## config.mk

```make
export PLATFORM = sky130hd
export DESIGN_NAME = bcd_calendar
export DESIGN_NICKNAME = d
export VERILOG_FILES = /design/src/rtl/cal_pkg.sv /design/src/rtl/cal_month_limit.sv /design/src/rtl/cal_digit_pair.sv /design/src/rtl/bcd_calendar.sv
export SDC_FILE = /design/constraint.sdc
export NUM_CORES = 1
export LEC_CHECK = 0
export ABC_AREA = 1
export CELL_PAD_IN_SITES_DETAIL_PLACEMENT = 0
export CELL_PAD_IN_SITES_GLOBAL_PLACEMENT = 1
export CORE_MARGIN = 1.5
export CORE_UTILIZATION = 30
export CTS_CLUSTER_DIAMETER = 50
export DETAILED_ROUTE_END_ITERATION = 12
export PLACE_DENSITY_LB_ADDON = 0.1
export SLEW_MARGIN = 25
export SYNTH_ARGS = -nofsm -noshare
export SYNTH_HDL_FRONTEND = slang
export SYNTH_SLANG_ARGS = --single-unit
```

## constraint.sdc

```tcl
create_clock -name clk -period 2.33 [get_ports clk]
set_input_delay 0.466 -clock clk [delete_from_list [all_inputs] [get_ports clk]]
set_output_delay 0.466 -clock clk [all_outputs]
set_load 0.02 [all_outputs]
```

## src/rtl/cal_pkg.sv

```systemverilog
package cal_pkg;

    typedef logic [7:0]  bcd2_t;
    typedef logic [15:0] bcd4_t;

    // two-digit BCD increment, no limit handling
    function automatic bcd2_t bcd2_inc(input bcd2_t v);
        if (v[3:0] == 4'd9)
            return {v[7:4] + 4'd1, 4'd0};
        else
            return {v[7:4], v[3:0] + 4'd1};
    endfunction

    // is a two-digit BCD number a multiple of four
    function automatic logic bcd2_div4(input bcd2_t v);
        if (v[4])
            return (v[3:0] == 4'd2) || (v[3:0] == 4'd6);
        else
            return (v[3:0] == 4'd0) || (v[3:0] == 4'd4) || (v[3:0] == 4'd8);
    endfunction

    // Gregorian leap rule on four BCD digits
    function automatic logic bcd_leap(input bcd4_t y);
        if (y[7:0] == 8'h00)
            return bcd2_div4(y[15:8]);
        else
            return bcd2_div4(y[7:0]);
    endfunction

    // last day of a month, BCD
    function automatic bcd2_t bcd_month_len(input bcd2_t m, input logic leap);
        case (m)
            8'h02:                      return leap ? 8'h29 : 8'h28;
            8'h04, 8'h06, 8'h09, 8'h11: return 8'h30;
            default:                    return 8'h31;
        endcase
    endfunction

endpackage

```

## src/rtl/cal_month_limit.sv

```systemverilog
module cal_month_limit
    import cal_pkg::*;
(
    input  bcd2_t month,
    input  bcd4_t year,
    output bcd2_t last_day,
    output logic  leap
);
    always_comb begin
        leap     = bcd_leap(year);
        last_day = bcd_month_len(month, leap);
    end
endmodule

```

## src/rtl/cal_digit_pair.sv

```systemverilog
module cal_digit_pair
    import cal_pkg::*;
#(
    parameter bcd2_t FIRST   = 8'h00,
    parameter bcd2_t RST_VAL = 8'h00
) (
    input  logic  clk,
    input  logic  rst,
    input  logic  step,
    input  bcd2_t last,
    input  logic  load,
    input  bcd2_t load_val,
    output bcd2_t value,
    output logic  wrap
);
    assign wrap = step && (value == last);

    always_ff @(posedge clk) begin
        if (rst)
            value <= RST_VAL;
        else if (load)
            value <= load_val;
        else if (step)
            value <= wrap ? FIRST : bcd2_inc(value);
    end

    // a stepped pair never leaves a nibble above 9
    assert_bcd_nibbles_R12: assert property (@(posedge clk) disable iff (rst)
        (step && !load && value[3:0] <= 4'd9 && value[7:4] <= 4'd9)
        |=> (value[3:0] <= 4'd9 && value[7:4] <= 4'd9));

    // a step at the limit returns the pair to its first value
    assert_wrap_first_R3: assert property (@(posedge clk) disable iff (rst)
        (step && !load && value == last) |=> (value == FIRST));
endmodule

```

## src/rtl/bcd_calendar.sv

```systemverilog
module bcd_calendar
    import cal_pkg::*;
#(
    parameter bcd4_t RST_YEAR = 16'h2000
) (
    input  logic        clk,
    input  logic        rst,
    input  logic        tick,
    input  logic        load,
    input  logic [7:0]  ld_sec,
    input  logic [7:0]  ld_min,
    input  logic [7:0]  ld_hour,
    input  logic [7:0]  ld_day,
    input  logic [7:0]  ld_month,
    input  logic [15:0] ld_year,
    output logic [7:0]  sec_o,
    output logic [7:0]  min_o,
    output logic [7:0]  hour_o,
    output logic [7:0]  day_o,
    output logic [7:0]  month_o,
    output logic [15:0] year_o,
    output logic        leap_o
);
    localparam int NPAIR = 7;   // sec, min, hour, day, month, year lo, year hi

    typedef struct packed {
        bcd2_t first;
        bcd2_t rst_val;
    } pair_cfg_t;

    function automatic pair_cfg_t cfg_of(input int i);
        case (i)
            3, 4:    return '{first: 8'h01, rst_val: 8'h01};
            5:       return '{first: 8'h00, rst_val: RST_YEAR[7:0]};
            6:       return '{first: 8'h00, rst_val: RST_YEAR[15:8]};
            default: return '{first: 8'h00, rst_val: 8'h00};
        endcase
    endfunction

    bcd2_t cur_last, ld_last, ld_day_c;
    logic  cur_leap, ld_leap;

    bcd2_t val   [NPAIR];
    bcd2_t lim   [NPAIR];
    bcd2_t ldv   [NPAIR];
    logic  stp   [NPAIR];
    logic  wrp   [NPAIR];

    cal_month_limit u_cur_lim (
        .month(val[4]), .year({val[6], val[5]}),
        .last_day(cur_last), .leap(cur_leap)
    );

    cal_month_limit u_ld_lim (
        .month(ld_month), .year(ld_year),
        .last_day(ld_last), .leap(ld_leap)
    );

    // clamp a loaded day to its month length; leap of load only feeds the limit
    assign ld_day_c = (ld_day > ld_last) ? ld_last : ld_day;

    always_comb begin
        lim[0] = 8'h59;  lim[1] = 8'h59;  lim[2] = 8'h23;
        lim[3] = cur_last; lim[4] = 8'h12;
        lim[5] = 8'h99;  lim[6] = 8'h99;
        ldv[0] = ld_sec; ldv[1] = ld_min; ldv[2] = ld_hour;
        ldv[3] = ld_day_c; ldv[4] = ld_month;
        ldv[5] = ld_year[7:0]; ldv[6] = ld_year[15:8];
        stp[0] = tick;
        for (int k = 1; k < NPAIR; k++) stp[k] = wrp[k-1];
    end

    for (genvar g = 0; g < NPAIR; g++) begin : g_pair
        localparam pair_cfg_t CFG = cfg_of(g);
        cal_digit_pair #(.FIRST(CFG.first), .RST_VAL(CFG.rst_val)) u_pair (
            .clk(clk), .rst(rst), .step(stp[g]), .last(lim[g]),
            .load(load), .load_val(ldv[g]),
            .value(val[g]), .wrap(wrp[g])
        );
    end

    assign sec_o   = val[0];
    assign min_o   = val[1];
    assign hour_o  = val[2];
    assign day_o   = val[3];
    assign month_o = val[4];
    assign year_o  = {val[6], val[5]};
    assign leap_o  = cur_leap;

    // idle edges change nothing
    assert_idle_hold_R2: assert property (@(posedge clk) disable iff (rst)
        (!tick && !load) |=> ($stable(sec_o) && $stable(min_o) && $stable(hour_o)
                              && $stable(day_o) && $stable(month_o) && $stable(year_o)));

    // a day wrap returns the day to 01 and moves the month
    assert_month_follows_day_R9: assert property (@(posedge clk) disable iff (rst)
        (wrp[3] && !load) |=> (day_o == 8'h01 && month_o != $past(month_o)));

    // a loaded day never exceeds the month length
    assert_load_clamp_R11: assert property (@(posedge clk) disable iff (rst)
        load |=> (day_o <= cur_last));

    // last day of a non-leap February steps into March
    assert_feb_short_R7: assert property (@(posedge clk) disable iff (rst)
        (wrp[2] && !load && month_o == 8'h02 && day_o == 8'h28 && !leap_o)
        |=> (month_o == 8'h03 && day_o == 8'h01));

    // leap flag reflects the year digits
    assert_leap_rule_R8: assert property (@(posedge clk) disable iff (rst)
        (year_o == 16'h2000) |-> leap_o);

    logic unused_ld_leap;
    assign unused_ld_leap = ld_leap;
endmodule

```

==> out/qor.yml <==
grt_pass1_vias: 4863
gp_congestion: 0.8477
p_per_area_nw_per_um2: 452.8
port_buffers: 116
setup_tns_ns: 0
path_max_fanout: 4
coreArea_um2: 13830
critPathLaunchType: "input pin"
ys_seq_area_frac: 0.2655
root_buffer: "clkbuf_16"
stdcell_count: 1023
htreeDepth: 2
p_clk_frac: 0.321
worst_slew_pin_slew_ns: 0.4454
cp.arrival_ns: 2.53
drive_gt1_frac: 0.1922
pwr-share-seq: 0.374
vias: 4855
p_comb_frac: 0.306
syn_inst: 656
synth_area_per_cell_um2: 6.437
cts_tree: "yes"
grt_max_degree: 60
drv_slew: 0
setup_viol: 0
max-slew-margin-rel: 0.7028
yosysWarnings: 0
required_ns: 2.53
clk_path_buf_depth: 2
skew_ns: 0.005626
timing.final.crit_period_ns: 2.328
p_sw_mw: 0.9386
cp-end-kind: "flop"
fillerInstances: 1447
pin_count: 117
wire_per_inst_um: 13.91
status: "finished clean"
synth_cell_types: 41
timing.final.crit_share: 0.9991
initial_utilization: 0.3054
p_leak_nw: 2.936
dpl.cell_count: 994
layout_common_cells: "nand2_1, clkdlybuf4s50_1, inv_1"
hold_path_depth: 2
total_power_mw: 2.947
post_dp_cell_area_um2: 6011
p_sw_frac: 0.3185
grt_pass1_wl_um: 23130
final_nets: 928
dp_hpwl_um: 10570
largest_reg_flops: 56
synth-seq-cells: 56
drt-initial-drc-count: 237
grt_usage: 0.1957
rsz0062_at_grt: "yes"
worstSkewPairLatency_ns: 0.31
antenna_cells: 0
cts.clk_slew.worst_paths_ns: 0.08
fin_util: 0.4707
worstSetupPathType: "in2reg"
numCtsBuffers: 5
wirelength_um: 14230
die_area_um2: 14800
hold_class: "reg2reg"
drt_first_pass_iters: 5
die_w_um: 121.6
synth_area_um2: 4223
max-cap-violations: 0
top_register: "g_pair.u_pair.value"
grt-ovfl-total: 0
syn_to_final_growth_pct: 54.13
fp.dieH_um: 121.6
max-vdd-ir-drop_mv: 0.2616
route.detailed.drc: 0
antenna_found_initial: 0
final_cell_area_um2: 6509
fmax_mhz: 429.6
ant_nets: 0
viasPerCell: 4.746
biggestRegsByFlops: "g_pair.u_pair.value (56)"
p_int_mw: 2.008
clock-sinks: 56
rows: 43
layout_commonest_cell: "nand2_1"
r2r_cells: 13
hold_buffers: 0
syn_nets: 742
timing_hold_violations_final: 0
## routing by layer
metal,vias to the layer above,part of all wire,track usage
met5,-,0,0
met4,0,0.018,0.06250
met3,16,0.040,0.03371
met2,95,0.49,0.3436
met1,2208,0.45,0.2428
li1,2536,-,-
## path summary, 6_finish.rpt
| check | from | to | slack [ns] |
|---|---|---|---|
| setup / recovery | ld_year[2] | g_pair[3].u_pair.value[4] | 0.002 |
| hold / removal | g_pair[1].u_pair.value[3] | g_pair[1].u_pair.value[3] | 0.52 |
| setup reg to reg | g_pair[4].u_pair.value[7] | g_pair[4].u_pair.value[6] | 0.22 |
| hold reg to reg | g_pair[1].u_pair.value[3] | g_pair[1].u_pair.value[3] | 0.52 |
## metrics by stage
stage / worst slack, ns / hold WS (ns)
after floorplan: 0.007098 / 0.5721
after global placement: -0.6982 / 0.5038
after detailed placement: -0.6842 / 0.5171
after CTS: -0.02567 / 0.5294
after global routing: -0.1730 / 0.5533
final: 0.002007 / 0.5230
## repair_timing
item,4_1_cts,5_1_grt
endpoints found under the setup margin,7,14
gates cloned,0,0
gates resized for setup,45,48
pin swaps,21,30
setup buffers,16,5
## synthesized netlist by cell type (all sizes together)
master | number | share of area
nand3 | 72 | 0.095
clkinv | 1 | 0.00089
clkbuf | 12 | 0.011
ha | 26 | 0.077
xor2 | 14 | 0.029
o21ai | 33 | 0.039
o221ai | 1 | 0.0021
nor2 | 87 | 0.087
o31ai | 5 | 0.0089
xnor2 | 2 | 0.0041
o211ai | 7 | 0.012
o22ai | 3 | 0.0044
and2 | 1 | 0.0015
a31oi | 7 | 0.010
dfxtp | 56 | 0.27
buf | 5 | 0.0068
a221o | 2 | 0.0047
a2111oi | 1 | 0.0021
inv | 89 | 0.079
nand2 | 147 | 0.14
nor4 | 1 | 0.0015
a21oi | 51 | 0.060
nand4 | 12 | 0.024
a221oi | 3 | 0.0062
o21a | 1 | 0.0018
nor3 | 14 | 0.018
o41ai | 1 | 0.0021
nand3b | 2 | 0.0036
## critical path, cell delays in order
cell	delay, ns
clkdlybuf4s15_1	0.22
buf_4	0.17
nor3_2	0.18
nand3_1	0.11
nand2_2	0.13
a21oi_4	0.08
ha_4	0.27
nand3_2	0.06
o211ai_1	0.18
nand2_2	0.13
nand2_2	0.10
nor2_2	0.04
a21oi_1	0.12
nand3_1	0.10
a21oi_2	0.12
nor2_1	0.05
## kinds of logic after synthesis
logic type | after synthesis | synth area share
AO/OA/AOI/OAI | 115 | 0.1547
XOR/XNOR | 16 | 0.03319
adder cells (fa/ha/maj) | 26 | 0.07704
buffers and inverters | 107 | 0.09748
flip-flops | 56 | 0.2655
AND/OR/NAND/NOR | 336 | 0.3721
## cell type report
class / instances / area [um^2] / share of cell area
multi-input cells: 493 / 2853 / 0.4383
repair buffers: 196 / 1787 / 0.2745
clock buffers: 7 / 152.6 / 0.02345
clock inverters: 1 / 30.03 / 0.004614
inverters: 90 / 340.3 / 0.05229
well taps: 180 / 225.2 / 0.03460
flip-flops and latches: 56 / 1121 / 0.1722
## power groups by stage
stage	Combinational (mW)	Clock (mW)	Sequential, mW
2_1_floorplan	0.361	0	1.19
3_3_place_gp	0.851	0	1.12
3_5_place_dp	0.854	0	1.12
4_1_cts	0.877	0.980	1.10
5_1_grt	0.999	1.01	1.11
6_report	0.901	0.945	1.10
Power figures use the tool's default switching activity.
